## src/rtl/baud_tick_pkg.sv

```systemverilog
package baud_tick_pkg;
  localparam int unsigned DIV_W     = 23;
  localparam int unsigned XTAL_PRE  = 3;
  localparam int unsigned BCLK_PRE  = 4;
  localparam int unsigned CFG_W     = DIV_W + 2;
  localparam int unsigned USE_BIT   = DIV_W;
  localparam int unsigned XSEL_BIT  = DIV_W + 1;
  localparam int unsigned PRE_MAX   = (XTAL_PRE > BCLK_PRE) ? XTAL_PRE : BCLK_PRE;
  localparam int unsigned PRE_W     = $clog2(PRE_MAX + 1);

  typedef struct packed {
    logic             xtal_sel;
    logic             use_div;
    logic [DIV_W-1:0] divisor;
  } tick_cfg_t;
endpackage

```

## src/rtl/baud_cfg_reg.sv

```systemverilog
module baud_cfg_reg
  import baud_tick_pkg::*;
(
  input  logic             clk,
  input  logic             rst_n,
  input  logic             wr,
  input  logic             idle,
  input  logic [CFG_W-1:0] wdata,
  output tick_cfg_t        cfg,
  output logic             load
);
  assign load = wr && idle;

  always_ff @(posedge clk or negedge rst_n) begin
    if (!rst_n) begin
      cfg <= '0;
    end else if (load) begin
      cfg <= tick_cfg_t'(wdata);
    end
  end

  // a write while the transmitter is active leaves the configuration untouched
  assert_busy_write_ignored_R8: assert property (@(posedge clk) disable iff (!rst_n)
    (wr && !idle) |=> $stable(cfg));
endmodule

```

## src/rtl/baud_prescaler.sv

```systemverilog
module baud_prescaler
  import baud_tick_pkg::*;
(
  input  logic             clk,
  input  logic             rst_n,
  input  logic             clr,
  input  logic             en,
  input  logic [PRE_W-1:0] modulus,
  output logic             pulse
);
  logic [PRE_W-1:0] pcnt;

  assign pulse = en && !clr && (pcnt == modulus - PRE_W'(1));

  always_ff @(posedge clk or negedge rst_n) begin
    if (!rst_n) begin
      pcnt <= '0;
    end else if (clr) begin
      pcnt <= '0;
    end else if (en) begin
      if (pcnt == modulus - PRE_W'(1)) pcnt <= '0;
      else                             pcnt <= pcnt + PRE_W'(1);
    end
  end

  // the prescale phase never leaves the range of the selected modulus
  assert_pre_range_R4: assert property (@(posedge clk) disable iff (!rst_n)
    pcnt < modulus);
endmodule

```

## src/rtl/baud_divcnt.sv

```systemverilog
module baud_divcnt
  import baud_tick_pkg::*;
(
  input  logic             clk,
  input  logic             rst_n,
  input  logic             load,
  input  logic [DIV_W-1:0] load_val,
  input  logic [DIV_W-1:0] reload_val,
  input  logic             step,
  output logic             tick
);
  logic [DIV_W-1:0] dcnt;

  always_ff @(posedge clk or negedge rst_n) begin
    if (!rst_n) begin
      dcnt <= '0;
      tick <= 1'b0;
    end else if (load) begin
      dcnt <= load_val;
      tick <= 1'b0;
    end else begin
      tick <= step && (dcnt == '0);
      if (step) begin
        if (dcnt == '0) dcnt <= reload_val;
        else            dcnt <= dcnt - DIV_W'(1);
      end
    end
  end

  // the countdown never exceeds the programmed divisor field
  assert_div_range_R3: assert property (@(posedge clk) disable iff (!rst_n)
    dcnt <= reload_val);
endmodule

```

## src/rtl/baud_tick_gen.sv

```systemverilog
module baud_tick_gen
  import baud_tick_pkg::*;
(
  input  logic             clk,
  input  logic             rst_n,
  input  logic             cfg_wr,
  input  logic [CFG_W-1:0] cfg_wdata,
  input  logic             tx_idle,
  input  logic             xtal_ce,
  input  logic             bclk_ce,
  output logic             bit_tick
);
  tick_cfg_t        cfg;
  logic             load;
  logic             src_ce;
  logic             pre_pulse;
  logic [PRE_W-1:0] modulus;

  baud_cfg_reg u_cfg (
    .clk   (clk),
    .rst_n (rst_n),
    .wr    (cfg_wr),
    .idle  (tx_idle),
    .wdata (cfg_wdata),
    .cfg   (cfg),
    .load  (load)
  );

  // only the selected source strobe advances the prescaler
  assign src_ce  = cfg.xtal_sel ? xtal_ce : bclk_ce;
  assign modulus = cfg.xtal_sel ? PRE_W'(XTAL_PRE) : PRE_W'(BCLK_PRE);

  baud_prescaler u_pre (
    .clk     (clk),
    .rst_n   (rst_n),
    .clr     (load),
    .en      (src_ce && cfg.use_div),
    .modulus (modulus),
    .pulse   (pre_pulse)
  );

  baud_divcnt u_div (
    .clk        (clk),
    .rst_n      (rst_n),
    .load       (load),
    .load_val   (cfg_wdata[DIV_W-1:0]),
    .reload_val (cfg.divisor),
    .step       (pre_pulse),
    .tick       (bit_tick)
  );

  // each tick lasts a single cycle
  assert_single_cycle_tick_R9: assert property (@(posedge clk) disable iff (!rst_n)
    bit_tick |=> !bit_tick);

  // tick generation is silent while disabled
  assert_no_tick_disabled_R6: assert property (@(posedge clk) disable iff (!rst_n)
    !cfg.use_div |-> !bit_tick);

  // an accepted write restarts counting, so no tick follows it directly
  assert_restart_quiet_R7: assert property (@(posedge clk) disable iff (!rst_n)
    (cfg_wr && tx_idle) |=> !bit_tick);
endmodule

```

## config.mk

```make
export PLATFORM = sky130hd
export DESIGN_NAME = baud_tick_gen
export DESIGN_NICKNAME = d
export VERILOG_FILES = /design/src/rtl/baud_tick_pkg.sv /design/src/rtl/baud_cfg_reg.sv /design/src/rtl/baud_prescaler.sv /design/src/rtl/baud_divcnt.sv /design/src/rtl/baud_tick_gen.sv
export SDC_FILE = /design/constraint.sdc
export NUM_CORES = 1
export LEC_CHECK = 0
export ABC_AREA = 1
export BUFFER_PORTS_ARGS = -buffer_cell sky130_fd_sc_hd__clkbuf_2
export CAP_MARGIN = 40
export CELL_PAD_IN_SITES_DETAIL_PLACEMENT = 0
export CELL_PAD_IN_SITES_GLOBAL_PLACEMENT = 1
export CORE_MARGIN = 5
export CORE_UTILIZATION = 48
export CTS_BUF_LIST = sky130_fd_sc_hd__clkbuf_4 sky130_fd_sc_hd__clkbuf_8
export DETAILED_ROUTE_END_ITERATION = 8
export HOLD_SLACK_MARGIN = 0.1
export PLACE_DENSITY = 0.95
export SYNTH_ARGS = -nofsm -noshare
export SYNTH_HDL_FRONTEND = slang
export SYNTH_SLANG_ARGS = --single-unit
```

## constraint.sdc

```tcl
create_clock -name clk -period 2.24 [get_ports clk]
set_input_delay 0 -clock clk [delete_from_list [all_inputs] [get_ports clk]]
set_output_delay 0 -clock clk [all_outputs]
set_load 0.03 [all_outputs]
```

-- After elaboration in Yosys (flattened, before gate mapping)
Cells that the tools add are included.
- flip-flop bits (word level): 52
- logic and storage cells: 28
- eq/ne operators: 1
- add/sub/neg operators: 3
- reduce and logical (&&, ||, !) cells: 9
- mux-type cells: 9
- operators with widths (cell ; number):
    $mux 23 ; 3
    $logic_not 23->1 ; 1
    $sub 23x1->23 const B ; 1
    $mux 3 ; 4
    $logic_and 1x1->1 ; 5
    $reduce_bool 2->1 ; 2
    $add 3x1->3 const B ; 1
    $eq 3x3->1 ; 1
    $sub 3x1->3 const B ; 1
    $mux 1 ; 2
    $logic_not 1->1 ; 1

-- Longest topological paths before layout
- word-level depth: 6
- mapped depth: 10
- depth with buffers taken out: 9

-- Hierarchy
A second synthesis with hierarchy kept.
- cells, all modules: 456
- area total of the unflattened synthesis: 3324.4 um^2
- modules (own cells, without submodules) (module ; sequential area each (um^2) ; area an instance (um^2) ; instances ; cells each):
    baud_divcnt ; 600.6 ; 1991.9 ; 1 ; 299
    baud_cfg_reg ; 625.6 ; 1056.0 ; 1 ; 110
    baud_prescaler ; 75.1 ; 251.5 ; 1 ; 41
    baud_tick_gen ; 0.0 ; 25.0 ; 1 ; 6

-- Least setup slack after synthesis
Ideal clock, no wire load.
- path type: register -> register
- start: register u_div.dcnt[0]
- end: register u_div.dcnt[18]
- slack: 0.818 ns
- data required time: 2.120 ns
- setup time: 0.120 ns
- data arrival time: 1.302 ns
- cell stages (with the launch flop): 10
- buffers on the path: 0
- path through: dfrtp_1 > inv_1 > ha_1 > nand2_2 > nor2_2 > nand3_1 > nand2_1 > nand3_1 > nand2_1 > a21oi_2
- word-level cells in the longest chain between the ends: 4
- RTL lines (item ; line ; source):
    from (decl) ; baud_divcnt.sv:12 ; logic [DIV_W-1:0] dcnt;
    from (signal assigned) ; baud_divcnt.sv:19 ; dcnt <= load_val;
    from (signal assigned) ; baud_divcnt.sv:24 ; if (dcnt == '0) dcnt <= reload_val;
    from (signal assigned) ; baud_divcnt.sv:25 ; else dcnt <= dcnt - DIV_W'(1);
    $sub 23x1->23 / $logic_not 23->1 (equally long branches) ; baud_divcnt.sv:25, baud_divcnt.sv:24 ;
    $mux 23 * ; baud_divcnt.sv:24 ;
    $mux 23 * ; baud_divcnt.sv:23 ; if (step) begin
    $mux 23 * ; baud_divcnt.sv:18 ; end else if (load) begin
Every way passes the cells marked *; elsewhere a longest branch is shown, timed or not. The select of a mux whose other input is x is not followed.
A chain may end at the register's enable or synchronous reset.

-- Worst setup path in the final report
- start: register u_cfg.cfg[24] (netlist name)
- end: register u_div.dcnt[18]
- word-level cells in the longest chain between the ends: 5
- RTL lines (item ; line ; source):
    $mux 3 / $mux 1 (equally long branches) ; baud_tick_gen.sv:31, baud_tick_gen.sv:30 ;
    $sub 3x1->3 / $logic_and 1x1->1 (equally long branches) ; baud_prescaler.sv:13, baud_tick_gen.sv:37 ;
    $eq 3x3->1 / $logic_and 1x1->1 (equally long branches) ; baud_prescaler.sv:13 ; assign pulse = en && !clr && (pcnt == modulus - PRE_W'(1));
    $logic_and 1x1->1 * ; baud_prescaler.sv:13 ;
    $reduce_bool 2->1 (no source line) * ; - ;
Every way passes the cells marked *; elsewhere a longest branch is shown, timed or not.

==> flow_metrics.py <==
metrics = {
    "power": {
        "pwr-share-clk_pct": 22.7,
        "finalPower_mw": 2.720,
        "powerDensity_mw_per_mm2": 690.2,
        "p_int_mw": 1.778,
        "combPwrFrac_pct": 29.5,
        "peakVddDrop_mv": 0.3477,
        "power_leakage_nw": 2.075,
        "pwr-share-seq_pct": 47.8,
        "p_sw_uw": 941.9,
        "swShare_pct": 34.63,
    },
    "cts": {
        "post_cts_buffers": 0,
        "clkLatencyLatePin_ns": 0.30,
        "tritoncts": "built",
        "ctsResizeCount": 0,
        "cts_max_level": 2,
        "path_clk_slew_ns": 0.09,
        "cts_root_buf": "clkbuf_8",
        "cts_max_path_buffers": 2,
        "clkSinkCount": 52,
        "cts_buffers": 5,
    },
    "routing": {
        "dr.pass1.iters": 4,
        "vias": 2892,
        "wl_per_cell_um": 11.52,
        "ant_nets": 0,
        "totalWireLength_um": 7059,
        "drc": 0,
        "via_per_inst": 4.718,
        "drt_iter0_markers": 143,
    },
    "setup_path": {
        "critPathMostFrequentCell": "nand2_4",
        "reg2reg_to": "u_div.dcnt[18]",
        "cp_cell_sequence": "or2_1, nand3_2, nor2_4, nand2_4, nand2_4, o21ai_0, inv_1, a21oi_2",
        "cp_slowest_cell": "dfrtp_1",
        "worstPathMaxFanout": 46,
        "arrival_ns": 1.91,
        "crit_path_end_kind": "flop",
        "critical_path.max_stage_delay_ns": 0.40,
        "crit_type": "reg2reg",
        "rrSetupSlack_ns": 0.53,
        "start_kind": "flop",
        "r2r_start": "u_cfg.cfg[24]",
        "cp.required_ns": 2.44,
        "r2r_cells": 8,
    },
    "logic_synthesis": {
        "ys.warnings.count": 0,
        "synth_edf_count": 0,
        "syn_inst": 463,
        "syn_area_mm2": 0.003361,
        "synth_flop_cell": "dfrtp_1",
        "yosysUniqueCellTypes": 28,
        "synth.top_cell.area_share_pct": 38.72,
        "yosys-top-cells-area": "dfrtp_1 39%, nand2_1 16%, inv_1 7.3%, o21ai_0 5.5%, a21oi_2 5.2%",
        "synth_area_per_cell_um2": 7.259,
        "yosysMostFrequentCell": "nand2_1",
        "synth_common_cells": "139 x nand2_1, 65 x inv_1, 52 x dfrtp_1",
        "synth_top_area_cell": "dfrtp_1",
        "yosysSeqAreaShare_pct": 38.72,
        "synth-seq-cells": 52,
        "async_flop_share_pct": 100.0,
        "synth_nets": 497,
    },
    "timing": {
        "relSlewSlack_pct": 54.28,
        "finalCritPeriodShare_pct": 76.37,
        "fin_crit_ns": 1.711,
        "fmax_mhz": 584.5,
        "setup_viol": 0,
        "fin_setup_tns_ns": 0,
        "worst_slew_pin_slew_ns": 0.6858,
        "finalHoldViolCount": 0,
        "rsz0062_at_grt": "no",
        "drv_slew": 0,
        "clock_skew_ns": 0.003651,
    },
    "finish": {
        "layout.nets": 552,
        "final_core_util_pct": 58.01,
        "antenna_cells": 0,
        "syn_to_final_growth_pct": 17.27,
        "drive_gt1_share_pct": 19.15,
        "nFillCells": 667,
    },
    "placed_design": {
        "post-dp-hpwl_um": 5153,
        "port_buffers": 31,
        "gp_congestion": 0.9380,
    },
    "min_path": {
        "hold_path_depth": 5,
        "hold_class": "in2reg",
        "hp-start": "tx_idle",
        "min_to": "u_cfg.cfg[23]",
    },
    "floorplan": {
        "die_area_mm2": 0.008775,
        "die_w_um": 93.68,
        "std_cell_rows": 30,
        "chipHeight_um": 93.68,
        "io_pins": 32,
        "start_util_pct": 49.47,
        "core-area_mm2": 0.006794,
    },
    "global_route": {
        "track_usage_pct": 17.61,
        "grt_max_degree": 47,
        "antenna_found_initial": 0,
        "grt_pass1_wl_um": 12480,
        "grt_overflow": 0,
        "grt_pass1_vias": 2785,
    },
    "flow_run": {
        "maxCapViolCount": 0,
    },
    "run_status": {
        "status": "completed",
    },
}
-- state kept, by name, indices dropped and copies added, names as in the netlist --
signal / flops
u_pre.pcnt: 3
u_div.dcnt: 23
u_cfg.cfg: 25
u_div.tick: 1
-- cell usage in the layout, fill, tap and decap left out, types with 2 or more instances in the layout --
cell type,netlist,final
nand4_1,8,8
nor2_2,11,11
nand2_2,3,4
clkbuf_8,0,5
xnor2_1,2,2
buf_4,2,5
nor2_1,46,46
o21a_1,2,2
nand3b_1,6,6
clkbuf_2,0,31
ha_1,3,3
nand2_1,139,138
o21ai_1,4,4
nand3_1,22,22
o21ai_0,37,37
inv_1,65,65
a21oi_2,20,20
nand3_2,12,12
dlygate4sd3_1,0,26
xor2_1,4,4
dfrtp_1,52,52
nor2_4,4,4
nand2_4,3,3
-- stage by stage --
step / setup WS (ns) / std cells / hold WS (ns) / instance area [µm²]
2_1_floorplan: 0.8182 / 463 / -0.2956 / 3361
3_3_place_gp: 0.5351 / 581 / 0.06654 / 3582
3_5_place_dp: 0.5275 / 581 / 0.07914 / 3582
4_1_cts: 0.5113 / 613 / 0.1047 / 3941
5_1_grt: 0.3048 / 613 / 0.1326 / 3941
6_report: 0.5292 / 613 / 0.1064 / 3941
-- logic make-up after synthesis --
kind of cell | share of synthesized area, %
and+or+nand+nor | 35.67
buffers and inverters | 10.76
AOI/OAI and AO/OA | 12.17
DFF | 38.72
xor gates and xnor gates | 1.564
adders and majority gates | 1.117
-- per-layer routing --
layer / GRT usage (%) / wire length [µm]
met3: 3.205 / 244
met4: 3.730 / 65
met2: 30.02 / 3322
met1: 23.41 / 3427
met5: 0 / 0
-- worst max-delay path by stage --
| stage | endpoint | slack, ns | start | cells past startpoint |
|---|---|---|---|---|
| 3_3_place_gp | u_div.dcnt[22] | 0.54 | u_div.dcnt[15] | 8 |
| 3_5_place_dp | u_div.dcnt[10] | 0.53 | u_cfg.cfg[24] | 8 |
| 6_report | u_div.dcnt[18] | 0.53 | u_cfg.cfg[24] | 8 |
| 5_1_grt | u_div.dcnt[12] | 0.30 | u_div.dcnt[13] | 8 |
| 2_1_floorplan | u_div.dcnt[18] | 0.82 | u_div.dcnt[0] | 9 |
| 4_1_cts | u_div.dcnt[10] | 0.51 | u_cfg.cfg[24] | 8 |
-- power by group through the flow --
stage	registers [mW]	logic, mW	clock network [mW]
2_1_floorplan	1.27	0.637	0
3_3_place_gp	1.31	0.755	0
3_5_place_dp	1.32	0.773	0
4_1_cts	1.30	0.813	0.640
5_1_grt	1.33	0.936	0.676
6_report	1.30	0.803	0.618
-- worst max-delay path, delay by kind of cell (launching register included) --
family	cells	cell delay (ns)
AOI/OAI and AO/OA	2	0.22
DFF	1	0.40
and+or+nand+nor	5	0.86
buffers and inverters	1	0.10
-- timing repair --
item | 4_1_cts | 5_1_grt
endpoints found under the setup margin | 0 | 0
endpoints found under the hold margin | 72 | 0
hold buffers | 26 | 0
-- cell type report --
| type | instances | area (µm²) | share of cell area [%] |
|---|---|---|---|
| Sequential cell | 52 | 1301 | 33.02 |
| Tap cell | 96 | 120.1 | 3.048 |
| Timing Repair Buffer | 63 | 473.0 | 12.00 |
| Inverter | 66 | 247.7 | 6.286 |
| Clock buffer | 5 | 68.82 | 1.746 |
| Clock inverter | 1 | 30.03 | 0.7619 |
| Multi-Input combinational cell | 330 | 1700 | 43.14 |
(Power assumes the default switching activity.)
